===== src/rtl/hpad_pkg.sv =====
package hpad_pkg;
    // Operation codes that select the short (64-byte) block geometry
    localparam int OP_SHA1      = 6;
    localparam int OP_HMAC_SHA1 = 7;
    localparam int OP_SHA256    = 8;
    localparam int OP_HMAC_S256 = 9;

    localparam int NARROW_BLK = 64;
    localparam int NARROW_OFF = 56;
    localparam int NARROW_FLD = 8;
    localparam int WIDE_BLK   = 128;
    localparam int WIDE_OFF   = 112;
    localparam int WIDE_FLD   = 16;

    typedef enum logic [1:0] {
        RGN_MARK,
        RGN_ZERO,
        RGN_LEN
    } rgn_e;
endpackage


===== src/rtl/hpad_geom.sv =====
module hpad_geom
    import hpad_pkg::*;
#(
    parameter int OP_W  = 4,
    parameter int LEN_W = 64,
    parameter int CNT_W = 8
) (
    input  logic [OP_W-1:0]  op_i,
    input  logic [LEN_W-1:0] len_i,
    output logic             wide_o,
    output logic [CNT_W-1:0] zeros_o,
    output logic [CNT_W-1:0] total_o
);
    localparam int RW  = $clog2(WIDE_BLK);
    localparam int NRW = $clog2(NARROW_BLK);

    logic [RW-1:0]    rem;
    logic [CNT_W-1:0] blk;
    logic [CNT_W-1:0] tgt;
    logic [CNT_W-1:0] fld;

    always_comb begin
        wide_o = !((op_i == OP_W'(OP_SHA1))   || (op_i == OP_W'(OP_HMAC_SHA1)) ||
                   (op_i == OP_W'(OP_SHA256)) || (op_i == OP_W'(OP_HMAC_S256)));
        if (wide_o) begin
            blk = CNT_W'(WIDE_BLK);
            tgt = CNT_W'(WIDE_OFF - 1);
            fld = CNT_W'(WIDE_FLD);
            rem = len_i[RW-1:0];
        end else begin
            blk = CNT_W'(NARROW_BLK);
            tgt = CNT_W'(NARROW_OFF - 1);
            fld = CNT_W'(NARROW_FLD);
            rem = RW'(len_i[NRW-1:0]);
        end
        // Zero run: reach the length slot, wrapping into one more block if past it
        if (CNT_W'(rem) <= tgt) begin
            zeros_o = tgt - CNT_W'(rem);
        end else begin
            zeros_o = tgt + blk - CNT_W'(rem);
        end
        total_o = zeros_o + fld + CNT_W'(1);
    end
endmodule


===== src/rtl/hpad_seq.sv =====
module hpad_seq
    import hpad_pkg::*;
#(
    parameter int LEN_W = 64,
    parameter int CNT_W = 8
) (
    input  logic             clk_i,
    input  logic             rst_ni,
    input  logic             load_i,
    input  logic             wide_i,
    input  logic [CNT_W-1:0] zeros_i,
    input  logic [CNT_W-1:0] total_i,
    input  logic [LEN_W-1:0] len_i,
    input  logic             ready_i,
    output logic             busy_o,
    output logic             valid_o,
    output logic [7:0]       data_o,
    output logic             last_o,
    output logic [CNT_W-1:0] pad_len_o
);
    localparam int LANES  = LEN_W / 8;
    localparam int LANE_W = $clog2(LANES);

    typedef struct packed {
        logic             busy;
        logic             wide;
        logic [CNT_W-1:0] idx;
        logic [CNT_W-1:0] zeros;
        logic [CNT_W-1:0] total;
        logic [LEN_W-1:0] bits;
    } st_t;

    st_t st_d, st_q;

    // Byte lanes of the bit count, lane 0 is the most significant byte
    logic [7:0] lane [LANES];
    for (genvar g = 0; g < LANES; g++) begin : g_lane
        assign lane[g] = st_q.bits[LEN_W-1-8*g -: 8];
    end

    rgn_e             rgn;
    logic [CNT_W-1:0] pos;
    logic             at_end;
    logic             fire;

    always_comb begin
        pos = st_q.idx - st_q.zeros - CNT_W'(1);
        if (st_q.idx == '0) begin
            rgn = RGN_MARK;
        end else if (st_q.idx <= st_q.zeros) begin
            rgn = RGN_ZERO;
        end else begin
            rgn = RGN_LEN;
        end
        case (rgn)
            RGN_MARK: data_o = 8'h80;
            RGN_ZERO: data_o = 8'h00;
            default: begin
                if (st_q.wide && (pos < CNT_W'(LANES))) begin
                    data_o = 8'h00;
                end else begin
                    data_o = lane[pos[LANE_W-1:0]];
                end
            end
        endcase
    end

    assign at_end    = (st_q.idx == st_q.total - CNT_W'(1));
    assign fire      = st_q.busy && ready_i;
    assign busy_o    = st_q.busy;
    assign valid_o   = st_q.busy;
    assign last_o    = st_q.busy && at_end;
    assign pad_len_o = st_q.total;

    always_comb begin
        st_d = st_q;
        if (!st_q.busy) begin
            if (load_i) begin
                st_d.busy  = 1'b1;
                st_d.wide  = wide_i;
                st_d.idx   = '0;
                st_d.zeros = zeros_i;
                st_d.total = total_i;
                st_d.bits  = len_i << 3;
            end
        end else if (fire) begin
            if (at_end) begin
                st_d.busy = 1'b0;
            end else begin
                st_d.idx = st_q.idx + CNT_W'(1);
            end
        end
    end

    always_ff @(posedge clk_i) begin
        if (!rst_ni) begin
            st_q <= '0;
        end else begin
            st_q <= st_d;
        end
    end
endmodule


===== src/rtl/hash_pad_gen.sv =====
module hash_pad_gen #(
    parameter int OP_W  = 4,
    parameter int LEN_W = 64,
    parameter int CNT_W = 8
) (
    input  logic             clk_i,
    input  logic             rst_ni,
    input  logic             start_i,
    input  logic [OP_W-1:0]  op_i,
    input  logic [LEN_W-1:0] len_i,
    output logic             busy_o,
    output logic [CNT_W-1:0] pad_len_o,
    output logic             out_valid_o,
    output logic [7:0]       out_data_o,
    output logic             out_last_o,
    input  logic             out_ready_i
);
    logic             wide;
    logic [CNT_W-1:0] zeros;
    logic [CNT_W-1:0] total;
    logic             load;

    assign load = start_i && !busy_o;

    hpad_geom #(
        .OP_W (OP_W),
        .LEN_W(LEN_W),
        .CNT_W(CNT_W)
    ) u_geom (
        .op_i   (op_i),
        .len_i  (len_i),
        .wide_o (wide),
        .zeros_o(zeros),
        .total_o(total)
    );

    hpad_seq #(
        .LEN_W(LEN_W),
        .CNT_W(CNT_W)
    ) u_seq (
        .clk_i    (clk_i),
        .rst_ni   (rst_ni),
        .load_i   (load),
        .wide_i   (wide),
        .zeros_i  (zeros),
        .total_i  (total),
        .len_i    (len_i),
        .ready_i  (out_ready_i),
        .busy_o   (busy_o),
        .valid_o  (out_valid_o),
        .data_o   (out_data_o),
        .last_o   (out_last_o),
        .pad_len_o(pad_len_o)
    );
endmodule


===== config.mk =====
export PLATFORM = sky130hd
export DESIGN_NAME = hash_pad_gen
export DESIGN_NICKNAME = d
export VERILOG_FILES = /design/src/rtl/hpad_pkg.sv /design/src/rtl/hpad_geom.sv /design/src/rtl/hpad_seq.sv /design/src/rtl/hash_pad_gen.sv
export SDC_FILE = /design/constraint.sdc
export NUM_CORES = 1
export LEC_CHECK = 0
export BUFFER_PORTS_ARGS = -buffer_cell sky130_fd_sc_hd__buf_2
export CORE_UTILIZATION = 50
export DETAILED_ROUTE_END_ITERATION = 10
export GPL_TIMING_DRIVEN = 1
export PLACE_DENSITY = 0.88
export SYNTH_ARGS = -nofsm -noshare
export SYNTH_HDL_FRONTEND = slang
export SYNTH_SLANG_ARGS = --single-unit

===== constraint.sdc =====
create_clock -name clk_i -period 2.95 [get_ports clk_i]
set_clock_uncertainty 0.15 [all_clocks]
set_input_delay 0.1475 -clock clk_i [delete_from_list [all_inputs] [get_ports clk_i]]
set_output_delay 0.1475 -clock clk_i [all_outputs]
set_load 0.03 [all_outputs]

==> impl_results.md <==
- Run status: finished with violations
- Violated checks: setup timing
- Root Buffer: clkbuf_8
- Commonest cells post-synth: nand2_1 (156), a21oi_1 (88), dfxtp_1 (87)
- Main combinational cell family by area after synthesis: simple AND/OR/NAND/NOR gates
- Unrepaired setup endpoints after global routing: yes
- Tightest Pin Transition: around 0.77 ns
- DRC marker count from the first detailed-route iteration: around 800
- Worst setup path class: register to output pin
- Synth top area cells: dfxtp_1 (36%), nand2_1 (12%), a21oi_1 (9.1%)
- Arrival @ worst endpoint: 2.73 ns
- Slowest stage cell, crit path: dfxtp_1
- Die Height: roughly 100 um
- Post-synthesis compound-gate area fraction: 0.175
- Power per cell area: 455 mW/mm2
- Longest Clk Path Bufs: 2
- Syn-to-layout area delta: 34.2%
- Final Hold Vio Count: 0
- Core area: 0.00928 mm2
- Initial Util: 0.519
- Sequential power share: 0.444
- Initial antenna violation count: 0
- Mapped Nets: 697
- Mux cell area share after synthesis: 0.0903
- Top cell type's share of synthesized area: 0.361
- Routability cong.: 0.893
- Clk Latency, worst-skew pair: between 0.3 and 0.4 ns
- Worst Hold Class: input port to register
- Vias per Instance: between 6 and 7
- Hold_ws: approximately 0.11 ns
- Share of the yosys chip area belonging to registers: 0.361
- Critical Path, Cell by Cell: inv_1 -> fa_2 -> xor2_4 -> buf_6 -> clkbuf_16 -> mux2i_1 -> o21ai_1 -> mux2i_2 -> nor2_1 -> buf_4
- Number of max-cap violations: 0
- Post-Synth XOR/XNOR Area: 0.0327
- # rows: 35
- EDFF count, synth: 0
- CTS tree: done
- Drt wl/cell: 20.0 um
- Syn avg cell area: approximately 8 um2
- Global route overflow: 0
- Final worst path period need: 3.03 ns
- Num CTS Buffers: 9
- Die X: about 100 um
- GR Util All Layers: 0.315
- Proportion of power drawn by combinational gates: 0.272
- FMAX: 0.330 GHz
- Critical Path RT: 2.65 ns
- Final nets: 842
- Final setup TNS: -0.230 ns
- Synth warn: 0
- Clock-pin slew on the worst setup and hold paths: around 0.090 ns
- Die Footprint: 0.0100 mm2
- Share of layout cells above drive strength 1: 0.249
- Clk pwr share: 0.283
- I/O Pins: 91
- Number of buffers and inverters on the critical path: 4
- Antenna-violating nets left: 0
- Ant diodes: 0
- Largest stage delay, worst path: 0.45 ns
- Pint: 1930 uW
- Synth Flop Type: dfxtp_1
- Count leader, synth: nand2_1
- Top delay family on crit path: buffers and inverters
- Drt pass-1 iters: 7
- Vias in the first global route: 5138
- Layout Utilization: 0.697
- Distinct cells, synth: 57
- Cell Area, Synth: 0.00482 mm2
- VDD IR max: 0.378 mV
- Largest fanout on the critical path: 5
- Worst Slack Setup Final: -0.0796 ns
- Total net switching power: just over 1000 uW
- H-tree depth: 3
- Largest net degree at the start of global routing: 44
- Post-Synth Simple-Gate Area: 0.212
- First-pass GRT wire length: 24500 um
- HPWL Detailed: 9080 um
- Crit start category: register
- Clk sinks: 87
- Rel. slew slack: 0.484
- LEAKAGE: 0.00264 uW
- Total Wirelength: around 18000 um
- Setup-failing EPs final: 4
- I/O Buffers: between 80 and 90
- Final slew viol count: 0
- Sw Ratio: 0.344
- Via count: 5632
- CP endpoint kind: output pin
- Synth area leader: dfxtp_1
- Cell count after synthesis: 602
- Drt drc: 0
- Post-synth ARST share: 0
- Adder-cell share of the synthesized area: 0.0644
- Fin crit share: 1.03
- Flops & latches, synth: 87
-- kinds of logic after synthesis --
logic type / Yosys count
and+or+nand+nor: 230
buffers and inverters: 71
xor gates and xnor gates: 18
AOI/OAI and AO/OA: 146
DFF: 87
adders and majority gates: 23
muxes: 27
-- worst min-delay path, delay by kind of cell --
kind	cells	cell delay (ns)
simple gates	2	0.21
buf+inv	1	0.11
mux	1	0.11
-- path summary, 6_finish.rpt --
kind / from / to / slack [ns] / cells after the start
hold reg to reg: u_seq.lane[31] / u_seq.lane[31] / 0.32 / 2
setup / recovery: u_seq.st_q[81] / out_data_o[0] / -0.08 / 10
hold / removal: out_ready_i / u_seq.st_q[87] / 0.11 / 4
setup reg to reg: u_seq.pad_len_o[3] / u_seq.st_q[85] / 0.20 / 7
-- through the flow --
step	cell area, um2	setup slack, ns	power [uW]	std cells
finish	6470	-0.0796	2940	881
global route	6470	-0.360	3010	881
detailed placement	5410	-0.0805	1930	795
floorplan	4820	0.00389	1740	602
CTS	6260	0.00264	2770	877
global placement	5410	-0.00963	1900	795
-- timing repair --
| item | CTS | global route |
|---|---|---|
| setup endpoints to repair | 8 | 11 |
| hold buffers | 63 | 0 |
| pin swaps | 1 | 9 |
| gates cloned | 0 | 1 |
| hold endpoints to repair | 67 | 0 |
| resized for setup | 3 | 51 |
| buffers inserted | 3 | 3 |
-- metal layers --
| metal | part of all wire | routed length (um) | vias to the layer above | track usage |
|---|---|---|---|---|
| met2 | 0.47 | 8270 | 534 | 0.523 |
| met5 | 0 | 0 | - | 0 |
| met1 | 0.35 | 6130 | 2563 | 0.376 |
| met4 | 0.078 | 1380 | 0 | 0.205 |
| met3 | 0.11 | 1880 | 176 | 0.0564 |
| li1 | - | - | 2359 | - |
-- sequential cells by signal (all words and copies together), names as in the netlist --
name             cells
u_seq.busy_o         1
u_seq.st_q          17
u_seq.lane          61
u_seq.pad_len_o      8
-- layout by cell type, fill, tap and decap left out, types with 3 or more instances in the layout --
| master | Yosys | final |
|---|---|---|
| a211o_1 | 3 | 3 |
| a211oi_1 | 3 | 3 |
| a21oi_1 | 88 | 86 |
| and2_1 | 5 | 5 |
| buf_2 | 1 | 78 |
| buf_4 | 10 | 31 |
| buf_6 | 0 | 4 |
| clkbuf_8 | 0 | 9 |
| dfxtp_1 | 87 | 83 |
| dfxtp_2 | 0 | 3 |
| dlygate4sd3_1 | 0 | 63 |
| ha_1 | 20 | 16 |
| ha_4 | 0 | 3 |
| inv_1 | 25 | 22 |
| inv_2 | 0 | 3 |
| mux2i_1 | 12 | 11 |
| mux4_2 | 13 | 13 |
| nand2_1 | 156 | 156 |
| nand2b_1 | 4 | 3 |
| nand3_1 | 5 | 5 |
| nand4_1 | 6 | 6 |
| nor2_1 | 20 | 19 |
| nor3_1 | 3 | 3 |
| nor4_2 | 1 | 6 |
| o21a_1 | 4 | 4 |
| o21ai_0 | 19 | 16 |
| o21ai_1 | 2 | 4 |
| o31a_1 | 3 | 3 |
| o31ai_1 | 4 | 4 |
| or3_1 | 6 | 6 |
| or3_2 | 3 | 3 |
| xnor2_1 | 8 | 8 |
| xor2_1 | 10 | 8 |
-- power groups by stage --
stage	clock [uW]	combinational, uW	sequential [uW]
floorplan	0	436	1300
global placement	0	585	1310
detailed placement	0	606	1320
CTS	789	686	1290
global route	853	851	1310
finish	833	801	1310
-- final cells by class --
cell class                 instances  area [um2]
sequential                        87        1750
fill                             625        2810
timing repair buffer             179        1350
clock buffer                      10         128
tap                              129         161
multi-input combinational        444        2930
inverter                          26         100
clock inverter                     6        52.6
Power figures use the tool's default switching activity.
